$ cat src/rtl/spi_slv_pkg.sv
package spi_slv_pkg;
  // Serial clock events in the system clock domain, already gated by select.
  typedef struct packed {
    logic lead;     // edge leaving the idle level
    logic trail;    // edge returning to the idle level
    logic ss_fall;  // select has just become active
  } spi_ev_t;
endpackage

$ cat src/rtl/spi_slv_sync.sv
module spi_slv_sync #(
  parameter int N = 3,
  parameter int STAGES = 2,
  parameter logic [N-1:0] RST_VAL = '0
) (
  input  logic         clk,
  input  logic         rst,
  input  logic [N-1:0] d_i,
  output logic [N-1:0] q_o
);
  logic [STAGES-1:0][N-1:0] stg;

  always_ff @(posedge clk) begin
    if (rst) stg <= {STAGES{RST_VAL}};
    else     stg <= {stg[STAGES-2:0], d_i};
  end

  assign q_o = stg[STAGES-1];
endmodule

$ cat src/rtl/spi_slv_shift.sv
module spi_slv_shift
  import spi_slv_pkg::*;
#(
  parameter int DATA_W = 8,
  localparam int CNT_W = $clog2(DATA_W)
) (
  input  logic              clk,
  input  logic              rst,
  input  logic              cpha,
  input  logic              ss_s,
  input  spi_ev_t           ev,
  input  logic              mosi_s,
  input  logic              load,
  input  logic [DATA_W-1:0] load_data,
  output logic              miso_o,
  output logic              busy_o,
  output logic              done_o,
  output logic [DATA_W-1:0] rx_o
);
  localparam logic [CNT_W-1:0] LAST = CNT_W'(DATA_W - 1);

  logic [DATA_W-1:0] tx_sr;
  logic [DATA_W-2:0] rx_sr;
  logic [CNT_W-1:0]  cnt;
  logic              drive, samp;

  always_comb begin
    drive = cpha ? ev.lead : (ev.ss_fall | ev.trail);
    samp  = cpha ? ev.trail : ev.lead;
  end

  always_ff @(posedge clk) begin
    if (rst) begin
      tx_sr  <= '0;
      rx_sr  <= '0;
      cnt    <= '0;
      miso_o <= 1'b0;
      busy_o <= 1'b0;
      done_o <= 1'b0;
      rx_o   <= '0;
    end else begin
      done_o <= 1'b0;
      if (ss_s) begin
        cnt    <= '0;
        busy_o <= 1'b0;
        if (load) tx_sr <= load_data;
      end else begin
        if (drive) begin
          miso_o <= tx_sr[DATA_W-1];
          tx_sr  <= {tx_sr[DATA_W-2:0], 1'b0};
          if (cpha) busy_o <= 1'b1;
        end else if (load) begin
          tx_sr <= load_data;
        end
        if (samp) begin
          rx_sr <= {rx_sr[DATA_W-3:0], mosi_s};
          if (cnt == LAST) begin
            cnt    <= '0;
            done_o <= 1'b1;
            busy_o <= 1'b0;
            rx_o   <= {rx_sr, mosi_s};
          end else begin
            cnt <= cnt + 1'b1;
          end
        end
      end
    end
  end

  AST_CNT_IDLE: assert property (@(posedge clk) disable iff (rst)
    ss_s |=> (cnt == '0));
  AST_DONE_CNT: assert property (@(posedge clk) disable iff (rst)
    done_o |-> (cnt == '0));
endmodule

$ cat src/rtl/spi_slv_flags.sv
module spi_slv_flags (
  input  logic clk,
  input  logic rst,
  input  logic done_ev,
  input  logic coll_ev,
  input  logic rd_stat,
  input  logic rd_data,
  output logic done_o,
  output logic wcol_o
);
  logic armed;
  logic clr;

  assign clr = rd_data & armed;

  always_ff @(posedge clk) begin
    if (rst) begin
      armed  <= 1'b0;
      done_o <= 1'b0;
      wcol_o <= 1'b0;
    end else begin
      if (rd_stat)      armed <= 1'b1;
      else if (rd_data) armed <= 1'b0;
      if (done_ev)  done_o <= 1'b1;
      else if (clr) done_o <= 1'b0;
      if (coll_ev)  wcol_o <= 1'b1;
      else if (clr) wcol_o <= 1'b0;
    end
  end

  AST_DONE_SET: assert property (@(posedge clk) disable iff (rst)
    done_ev |=> done_o);
  AST_WCOL_SET: assert property (@(posedge clk) disable iff (rst)
    coll_ev |=> wcol_o);
  AST_FLAG_CLR: assert property (@(posedge clk) disable iff (rst)
    (clr && !done_ev && !coll_ev) |=> (!done_o && !wcol_o));
endmodule

$ cat src/rtl/spi_slave_wcol.sv
module spi_slave_wcol
  import spi_slv_pkg::*;
#(
  parameter int DATA_W = 8,
  parameter int SYNC_STAGES = 2
) (
  input  logic              clk,
  input  logic              rst,
  input  logic              cfg_cpol,
  input  logic              cfg_cpha,
  input  logic              sck_i,
  input  logic              ss_n_i,
  input  logic              mosi_i,
  output logic              miso_o,
  output logic              miso_oe_o,
  input  logic              wr_en_i,
  input  logic [DATA_W-1:0] wr_data_i,
  input  logic              rd_stat_i,
  input  logic              rd_data_i,
  output logic [DATA_W-1:0] rx_data_o,
  output logic              done_o,
  output logic              wcol_o
);
  logic [2:0] pins_s;
  logic       sck_s, ss_s, mosi_s;
  logic       sck_n, sck_n_q, ss_q;
  spi_ev_t    ev;
  logic       busy, done_ev, coll_ev, load;

  spi_slv_sync #(.N(3), .STAGES(SYNC_STAGES), .RST_VAL(3'b010)) u_sync (
    .clk(clk), .rst(rst),
    .d_i({sck_i, ss_n_i, mosi_i}),
    .q_o(pins_s)
  );
  assign {sck_s, ss_s, mosi_s} = pins_s;

  assign sck_n = sck_s ^ cfg_cpol;

  always_ff @(posedge clk) begin
    if (rst) begin
      sck_n_q   <= 1'b0;
      ss_q      <= 1'b1;
      miso_oe_o <= 1'b0;
    end else begin
      sck_n_q   <= sck_n;
      ss_q      <= ss_s;
      miso_oe_o <= ~ss_s;
    end
  end

  always_comb begin
    ev.lead    = sck_n & ~sck_n_q & ~ss_s;
    ev.trail   = ~sck_n & sck_n_q & ~ss_s;
    ev.ss_fall = ss_q & ~ss_s;
  end

  // Phase 0: select low means the shifter is in use.
  // Phase 1: busy from the first leading edge to the eighth sample.
  assign coll_ev = wr_en_i & (cfg_cpha ? (busy | ev.lead) : ~ss_s);
  assign load    = wr_en_i & ~coll_ev;

  spi_slv_shift #(.DATA_W(DATA_W)) u_shift (
    .clk(clk), .rst(rst), .cpha(cfg_cpha), .ss_s(ss_s), .ev(ev),
    .mosi_s(mosi_s), .load(load), .load_data(wr_data_i),
    .miso_o(miso_o), .busy_o(busy), .done_o(done_ev), .rx_o(rx_data_o)
  );

  spi_slv_flags u_flags (
    .clk(clk), .rst(rst), .done_ev(done_ev), .coll_ev(coll_ev),
    .rd_stat(rd_stat_i), .rd_data(rd_data_i),
    .done_o(done_o), .wcol_o(wcol_o)
  );

  AST_NO_LOAD_ON_WCOL: assert property (@(posedge clk) disable iff (rst)
    (wr_en_i && !cfg_cpha && !ss_s) |=> wcol_o);
endmodule

$ cat config.mk
export PLATFORM = sky130hd
export DESIGN_NAME = spi_slave_wcol
export DESIGN_NICKNAME = d
export VERILOG_FILES = /design/src/rtl/spi_slv_pkg.sv /design/src/rtl/spi_slv_sync.sv /design/src/rtl/spi_slv_shift.sv /design/src/rtl/spi_slv_flags.sv /design/src/rtl/spi_slave_wcol.sv
export SDC_FILE = /design/constraint.sdc
export NUM_CORES = 1
export LEC_CHECK = 0
export ABC_AREA = 0
export BUFFER_PORTS_ARGS = -buffer_cell sky130_fd_sc_hd__buf_2
export CAP_MARGIN = 40
export CORE_ASPECT_RATIO = 0.7
export CORE_UTILIZATION = 49
export DETAILED_ROUTE_END_ITERATION = 7
export PLACE_DENSITY = 0.74
export SYNTH_ARGS = -nofsm -noshare
export SYNTH_HDL_FRONTEND = slang
export SYNTH_HIERARCHICAL = 1
export SYNTH_SLANG_ARGS = --single-unit
$ cat constraint.sdc
create_clock -name clk -period 1.9 [get_ports clk]
set_input_delay 0.38 -clock clk [delete_from_list [all_inputs] [get_ports clk]]
set_output_delay 0.38 -clock clk [all_outputs]
set_load 0.05 [all_outputs]
==> run metrics, run 1 <==
Final WS setup roughly 0.17 ns; Post-Syn Nets 188; Starting Density between 50% and 60%; final net count roughly 220; Max clock buf depth 2; CP top delay family compound AO/OA/AOI/OAI gates; Core Util, Final 63.13%; critical path cell sequence or2_2, o2111a_1, buf_12, mux2i_1, a311oi_1, a31o_1; largest net degree at the start of global routing 21; vias per std cell 5.270; clock sinks 41; CTS root buffer clkbuf_8; global-route wire length before repair between 5000 and 6000 um; CTS Hold Bufs 0; Worst VDD drop 0.4729 mV; Die Area about 3800 um^2; setup bufs post-CTS 0; DRT iter0 DRCs slightly below 50; Post-synth EDFFs 0; gr ovfl total 0; # resized after CTS 0; total power 1.692 mW; met2 wire len 1552 um; Inserted Diodes 0; DRC 0; core area 3254 um^2; DIE WIDTH 73.18 um; worst-path maximum fanout 8; Post-Route WL around 3300 um; synthesized cell area 1738 um^2; worst path arrival time 1.96 ns; ys async rst share 0%; met3 wire len 197 um; Die Y 51.83 um; Max stage delay cell, worst path dfxtp_1; io pins 30; Rel. slew slack 76.52%; WS Path Type flip-flop to flip-flop; Critical Path RT about 2.1 ns; Clk pin slew, worst setup/hold paths ~0.070 ns; Seq/Total Area, Yosys 47.23%; TritonCTS clock tree yes; CTS buffer count 5; clk_skew 0.005337 ns; fin crit share 90.93%; fmax 578.8 MHz; max incr delay on CP about 0.38 ns; Setup WS pre-CTS -0.04755 ns; total global-route track usage 20.10%; initial antenna violation count 0; number of global-route vias before repair 1250; RSZ-0062 raised after global routing no; HPWL Detailed 2428 um; final setup fails 0; GPL Wtd Cong 0.7733; Hold Crit Class primary input to flip-flop; number of max-cap violations 0; vias 1307; Layout area overhead 18.21%; Worst-Skew Late Latency 0.29 ns; # rows 17; Synth Instances 167; I/O Buffers 29; Ys Warns 6; drt pass-1 iters 4; Worst setup EP type flip-flop; layout cell share with drive strength beyond 1 ~27%; htree depth 2; post-synth cell types 39; static leakage 0.8858 nW; status finished clean; Syn Area/Cell 10.41 um^2; WL met1 1513 um; Yosys reg bits 41; Tmin final 1.728 ns; Max Slew Vio Count 0; worst-margin pin slew ~0.34 ns; Buffers & Inverters on Critical Path 1; post-route ant nets 0; top routing layer used met4; Post-synth top flop dfxtp_1; final hold vios 0; Worst Setup Start Kind flip-flop; routed len/inst approximately 13 um; Pwr Density 823.6 nW/um^2
[routing by layer]
| layer | track usage [%] | vias up |
|---|---|---|
| met3 | 7.558 | 9 |
| met1 | 22.06 | 603 |
| li1 | - | 654 |
| met5 | 0 | - |
| met2 | 34.41 | 41 |
| met4 | 9.804 | 0 |
[registers in the layout (all words and copies together) (netlist names)]
register,flops
u_shift/cnt,3
u_shift/miso_o,1
u_shift/rx_o,8
u_sync/stg,3
u_flags/done_o,1
sck_n_q,1
u_flags/armed,1
u_shift/rx_sr,7
miso_oe_o,1
u_shift/busy_o,1
ss_q,1
u_shift/tx_sr,8
u_shift/done_o,1
u_sync/q_o,3
u_flags/wcol_o,1
[Yosys cell counts, drive strengths merged, types with 2 or more instances]
cell / count / share of area [%]
a21boi: 2 / 0.86
a21oi: 5 / 1.7
a311oi: 8 / 4.0
a31o: 7 / 3.5
buf: 8 / 4.0
clkbuf: 3 / 1.4
dfxtp: 41 / 47
ha: 3 / 2.2
inv: 4 / 0.86
mux2i: 24 / 14
nand2: 25 / 5.4
nand2b: 2 / 0.72
nor2: 3 / 0.79
nor2b: 7 / 2.5
nor3: 3 / 0.86
o21ba: 2 / 1.2
or2: 5 / 1.8
or3: 2 / 1.0
[power by group]
part           total, mW  leakage, nW  internal [mW]  switching (mW)
combinational      0.141        0.498         0.0670          0.0737
clock              0.657       0.0540          0.381           0.276
sequential         0.894        0.334          0.882          0.0122
[path summary, 6_finish.rpt]
check | startpoint | endpoint | slack, ns | cells after the start
worst max-delay path | u_sync/q_o[1] | u_shift/tx_sr[5] | 0.17 | 6
worst min-delay path | ss_n_i | u_sync/stg[1] | 0.27 | 2
worst max register to register | u_sync/q_o[1] | u_shift/tx_sr[5] | 0.17 | 6
worst min register to register | u_sync/stg[1] | u_sync/q_o[1] | 0.43 | 1
[layout by cell type (no fill, tap or decap), drive strengths merged]
| cell | instances |
|---|---|
| or3b | 1 |
| a311oi | 8 |
| clkbuf | 5 |
| ha | 3 |
| and3b | 1 |
| o2111a | 1 |
| a21oi | 5 |
| or2 | 5 |
| nand2b | 2 |
| o221ai | 1 |
| nor2b | 7 |
| nor3b | 1 |
| o21ba | 2 |
| nand3 | 1 |
| mux2i | 24 |
| and2 | 1 |
| bufinv | 1 |
| inv | 4 |
| nand4 | 1 |
| a21boi | 2 |
| nand2 | 25 |
| a31o | 7 |
| dfxtp | 41 |
| mux2 | 1 |
| buf | 38 |
| or3 | 2 |
| a22oi | 1 |
| xnor2 | 1 |
| nor2 | 3 |
| clkinv | 2 |
| o31ai | 1 |
| nor3 | 3 |
[stage by stage]
stage	hold slack [ns]	TNS, ns	instance area [um^2]	instances
floorplan	0.3832	0	1738	167
global placement	0.3871	0	1941	241
detailed placement	0.4020	-0.08466	1941	241
CTS	0.2717	0	2044	248
global route	0.2664	0	2054	248
finish	0.2738	0	2054	248
[cells by family (layout without fill, tap and decap cells)]
kind of cell | Yosys count | after routing | synth area share [%]
xor gates and xnor gates | 1 | 1 | 0.5041
muxes | 25 | 25 | 14.47
adders and majority gates | 3 | 3 | 2.160
DFF | 41 | 41 | 47.23
AOI/OAI and AO/OA | 28 | 28 | 13.61
and+or+nand+nor | 53 | 53 | 15.55
buffers and inverters | 16 | 50 | 6.478
[final cells by class]
class / instances / area, um^2
clock inverters: 2 / 35.03
multi-input cells: 110 / 814.5
clock buffers: 5 / 68.82
repair buffers: 38 / 237.7
inverters: 5 / 18.77
well taps: 47 / 58.81
fillers: 282 / 1200
flip-flops and latches: 41 / 820.8
No activity file was read; power rests on OpenSTA's default activity.
==> inputs of run 2 (changes only) <==
- ABC_AREA: 0 -> unset
- CORE_UTILIZATION: 49 -> 39
- PLACE_DENSITY: 0.74 -> unset
==> run 2 against run 1 <==
  * Wire length fell by 1.6%
  * Total power fell by 5.0%
  * Clock power down 12%
  * Global-route usage down 4.6 points
  * Register-to-register slack lost 0.03 ns
  * Combinational power fell by 3%
  * Cell count rose by 1.6%
  * Clock-buffer cell count rose by 1
  * Maximum frequency is 1.6% lower
  * Largest cell class unchanged
  * Largest power group unchanged
==> run metrics, run 2 (same netlist as run 1, synthesis figures left out) <==
number of global-route vias before repair 1223 (was 1250); critical path cell sequence xnor2_1, and3b_1, mux2_2, and2_1, mux2i_1 (was or2_2, o2111a_1, buf_12, mux2i_1, a311oi_1, a31o_1); initial antenna violation count 0 (unchanged); GPL Wtd Cong 0.8217 (was 0.7733); clk_skew 0.006131 ns (was 0.005337 ns); # rows 19 (was 17); DIE WIDTH 81.79 um (was 73.18 um); vias per std cell 5.159 (was 5.270); CTS Hold Bufs 0 (unchanged); CTS buffer count 5 (unchanged); CTS root buffer clkbuf_8 (unchanged); Worst VDD drop 0.4058 mV (was 0.4729 mV); fin crit share 92.45% (was 90.93%); Final WS setup 0.1435 ns (was 0.1724 ns); TritonCTS clock tree yes (unchanged); vias 1300 (was 1307); largest registers u_shift/rx_o (8), u_shift/tx_sr (8), u_shift/rx_sr (7) (unchanged); clock sinks 41 (unchanged); final hold vios 0 (unchanged); worst-margin pin slew 0.7373 ns (was 0.3424 ns); Critical Path RT 2.11 ns (was 2.14 ns); Post-Route WL 3281 um (was 3333 um); Rel. slew slack 50.79% (was 76.52%); layout cell share with drive strength beyond 1 26.50% (was 27.36%); Worst Setup Start Kind flip-flop (unchanged); Setup WS pre-CTS 0.06092 ns (was -0.04755 ns); most frequent cells in the layout dfxtp_1, buf_2, nand2_1, mux2i_1, a311oi_1 (unchanged); Worst setup EP type flip-flop (unchanged); Max stage delay cell, worst path xnor2_1 (was dfxtp_1); Hold Crit Class primary input to flip-flop (unchanged); DRT iter0 DRCs 62 (was 49); htree depth 2 (unchanged); number of max-cap violations 0 (unchanged); Max Slew Vio Count 0 (unchanged); Clk pin slew, worst setup/hold paths 0.07 ns (about the same); worst-path maximum fanout 5 (was 8); Die Area 4731 um^2 (was 3793 um^2); final setup fails 0 (unchanged); worst path arrival time 1.97 ns (was 1.96 ns); fill cell count 392 (was 282); Max clock buf depth 2 (unchanged); HPWL Detailed 2416 um (was 2428 um); fmax 569.3 MHz (was 578.8 MHz); Tmin final 1.757 ns (was 1.728 ns); global-route wire length before repair 5478 um (was 5499 um); WS Path Type flip-flop to flip-flop (unchanged); drt pass-1 iters 4 (unchanged); Die Y 57.85 um (was 51.83 um); setup bufs post-CTS 0 (unchanged); static leakage 0.8628 nW (was 0.8858 nW); core area 4089 um^2 (was 3254 um^2); Pwr Density 796.3 nW/um^2 (was 823.6 nW/um^2); status finished clean (unchanged); post-route ant nets 0 (unchanged); Starting Density 42.50% (was 53.40%); total global-route track usage 15.51% (was 20.10%); Worst-Skew Late Latency 0.29 ns (about the same); Inserted Diodes 0 (unchanged); io pins 30 (unchanged); most common cell after layout, fill and taps aside dfxtp_1 (unchanged); I/O Buffers 29 (unchanged); DRC 0 (unchanged); Cells on Worst Hold Path 2 (unchanged); Layout area overhead 16.20% (was 18.21%); Min Hold Slack 0.2699 ns (was 0.2738 ns); largest net degree at the start of global routing 25 (was 21); routed len/inst 13.02 um (was 13.44 um); gr ovfl total 0 (unchanged); max incr delay on CP 0.33 ns (was 0.38 ns); final net count 221 (was 222); total power 1.608 mW (was 1.692 mW); Worst R2R Path Depth 5 (was 6)
run 2: changes by cell type in the layout (fill, tap and decap cells not counted), sizes merged:
| cell | previous run | this run |
|---|---|---|
| buf | 38 | 37 |
| bufinv | 1 | 0 |
| clkbuf | 5 | 6 |
| clkinv | 2 | 1 |
| clkinvlp | 0 | 1 |
run 2: path summary, 6_finish.rpt:
| kind | start | slack, ns | to |
|---|---|---|---|
| worst max-delay path | u_sync/q_o[2] | 0.14 | u_shift/rx_o[7] |
| worst min-delay path | ss_n_i | 0.27 | u_sync/stg[1] |
| worst max register to register | u_sync/q_o[2] | 0.14 | u_shift/rx_o[7] |
| worst min register to register | u_sync/stg[1] | 0.41 | u_sync/q_o[1] |
run 2: layout make-up:
type | instances | area, um^2 | area share [%]
flip-flops and latches | 41 | 820.8 | 40.64
multi-input cells | 110 | 807.0 | 39.96
repair buffers | 37 | 217.7 | 10.78
clock buffers | 6 | 82.58 | 4.089
well taps | 52 | 65.06 | 3.222
inverters | 5 | 18.77 | 0.9294
clock inverters | 1 | 7.507 | 0.3717
run 2: where the power goes:
part	total, mW	switching (mW)	internal (mW)
Combinational	0.137	0.0720	0.0652
Sequential	0.894	0.0124	0.881
Clock	0.577	0.290	0.287
run 2: critical path: cells and delay by family, from the launching register on:
kind,cells,cell delay [ns]
XOR/XNOR,1,0.33
flip-flops,1,0.32
multiplexers,2,0.44
AND/OR/NAND/NOR,2,0.58
run 2: stage by stage:
stage          util, %  setup TNS [ns]  area [um^2]  instances
6_report         49.39               0         2019        252
5_1_grt          49.39        -0.01257         2019        252
4_1_cts          49.33               0         2017        252
3_5_place_dp     47.12               0         1927        245
3_3_place_gp     47.12               0         1927        245
2_1_floorplan        -               0         1738        167
run 2: per-layer routing:
layer / vias up / share of wire (%) / wire length (um) / global-route usage (%)
li1: 650 / - / - / -
met1: 602 / 47 / 1543 / 19.69
met2: 38 / 46 / 1507 / 24.20
met3: 10 / 5.4 / 178 / 4.882
met4: 0 / 1.6 / 51 / 6.767
met5: - / 0 / 0 / 0
run 2: repair_timing:
action	4_1_cts	5_1_grt
hold endpoints to repair	0	0
gates resized for setup	0	1
setup endpoints to repair	0	4
==> inputs of run 3 (changes only) <==
- REMOVE_ABC_BUFFERS: unset -> 1
==> run 3 against run 2 <==
  * Worst hold slack gained 0.0018 ns
  * Clock power shrank 3%
  * Critical endpoint is now u_shift/tx_sr[2]
  * Global-route usage grew 0.49 points
  * Largest cell class unchanged
==> run metrics, run 3 (same netlist as run 1, synthesis figures left out) <==
status finished clean (unchanged); CTS Hold Bufs 0 (unchanged); vias 1306 (was 1300); WS Path Type flip-flop to flip-flop (unchanged); Clk pin slew, worst setup/hold paths 0.07 ns (about the same); TritonCTS clock tree yes (unchanged); gr ovfl total 0 (unchanged); TNS Setup 0 ns (unchanged); I/O Buffers 29 (unchanged); initial antenna violation count 0 (unchanged); post-route ant nets 0 (unchanged); CTS root buffer clkbuf_8 (unchanged); Buffers & Inverters on Critical Path 2 (was 0); worst-margin pin slew 0.5641 ns (was 0.7373 ns); Die Y 57.85 um (unchanged); Critical Path RT 2.14 ns (was 2.11 ns); Max stage delay cell, worst path dfxtp_1 (was xnor2_1); max incr delay on CP 0.36 ns (was 0.33 ns); Worst setup EP type flip-flop (unchanged); io pins 30 (unchanged); critical path cell sequence buf_4, or2_2, o2111a_1, buf_12, mux2i_1, a311oi_1, a31o_1 (was xnor2_1, and3b_1, mux2_2, and2_1, mux2i_1); fin crit share 93.12% (was 92.45%); Max Slew Vio Count 0 (unchanged); htree depth 2 (unchanged); vias per std cell 5.102 (was 5.159); most common cell after layout, fill and taps aside dfxtp_1 (unchanged); clock sinks 41 (unchanged); Post-Route WL 3335 um (was 3281 um); Die Area 4731 um^2 (unchanged); drt pass-1 iters 4 (unchanged); final instance area 2073 um^2 (was 2019 um^2); total power 1.600 mW (was 1.608 mW); CTS buffer count 5 (unchanged); clk_skew 0.007198 ns (was 0.006131 ns); setup bufs post-CTS 0 (unchanged); Hold Crit Class primary input to flip-flop (unchanged); Worst Setup Start Kind flip-flop (unchanged); Inserted Diodes 0 (unchanged); most frequent cells in the layout dfxtp_1, buf_2, nand2_1, mux2i_1, buf_4 (was dfxtp_1, buf_2, nand2_1, mux2i_1, a311oi_1); fmax 565.2 MHz (was 569.3 MHz); CP top delay family compound AO/OA/AOI/OAI gates (was simple AND/OR/NAND/NOR gates); static leakage 0.8912 nW (was 0.8628 nW); Max clock buf depth 2 (unchanged); final net count 225 (was 221); DRC 0 (unchanged); final hold vios 0 (unchanged); placed cell areas 1982 um^2 (was 1927 um^2); number of max-cap violations 0 (unchanged); largest registers u_shift/rx_o (8), u_shift/tx_sr (8), u_shift/rx_sr (7) (unchanged); Starting Density 42.50% (unchanged); # rows 19 (unchanged); HPWL Detailed 2482 um (was 2416 um); Worst VDD drop 0.5170 mV (was 0.4058 mV); Worst-Skew Late Latency 0.29 ns (about the same); number of global-route vias before repair 1250 (was 1223); Pwr Density 771.7 nW/um^2 (was 796.3 nW/um^2); Layout area overhead 19.29% (was 16.20%); layout cell share with drive strength beyond 1 27.45% (was 26.50%); Min Hold Slack 0.2717 ns (was 0.2699 ns); worst-path maximum fanout 8 (was 5); DIE WIDTH 81.79 um (unchanged); final setup fails 0 (unchanged); Rel. slew slack 62.19% (was 50.79%); routed len/inst 13.03 um (was 13.02 um); RSZ-0062 raised after global routing no; global-route wire length before repair 5520 um (was 5478 um); GPL Wtd Cong 0.7399 (was 0.8217); total global-route track usage 16.00% (was 15.51%); DRT iter0 DRCs 65 (was 62); core area 4089 um^2 (unchanged); worst path arrival time 2.00 ns (was 1.97 ns); largest net degree at the start of global routing 21 (was 25); Tmin final 1.769 ns (was 1.757 ns)
## run 3: cell count changes in the layout (fill, tap and decap cells not counted)
cell / change
buf_12: +2
buf_4: +2
clkbuf_1: +1
clkinvlp_4: -1
nor2_1: +1
nor2_2: -1
nor3_1: -1
nor3_2: +1
## run 3: worst paths after layout
check	startpoint	end	slack, ns	cells past startpoint
worst max-delay path	u_sync/q_o[1]	u_shift/tx_sr[2]	0.13	7
worst min-delay path	ss_n_i	u_sync/stg[1]	0.27	2
worst max register to register	u_sync/q_o[1]	u_shift/tx_sr[2]	0.13	7
worst min register to register	u_sync/stg[1]	u_sync/q_o[1]	0.40	1
## run 3: what timing repair did
action	4_1_cts	5_1_grt
endpoints found under the hold margin	0	0
setup endpoints to repair	8	0
resized for setup	1	0
## run 3: cell type report
type / instances / area [um^2]
multi-input combinational: 110 / 809.5
clock buffer: 7 / 86.33
sequential: 41 / 820.8
inverter: 5 / 18.77
timing repair buffer: 41 / 272.8
fill: 398 / 2016
tap: 52 / 65.06
## run 3: power breakdown
part	total, mW	internal, mW	switching (mW)
registers	0.893	0.882	0.0111
logic	0.149	0.0729	0.0764
clock network	0.558	0.288	0.270
## run 3: metrics by stage
step                worst slack, ns  std cells  util, %
floorplan                    0.1050        156        -
global placement           -0.05530        249    48.47
detailed placement          -0.1806        249    48.47
CTS                          0.1363        256    50.70
global route              0.0002822        256    50.70
finish                       0.1307        256    50.70
## run 3: layer usage
layer	global-route usage (%)	share of wire (%)	up-vias
met1	19.39	47	621
met4	4.762	1.1	0
li1	-	-	658
met5	0	0	-
met3	6.772	4.0	5
met2	25.86	47	22
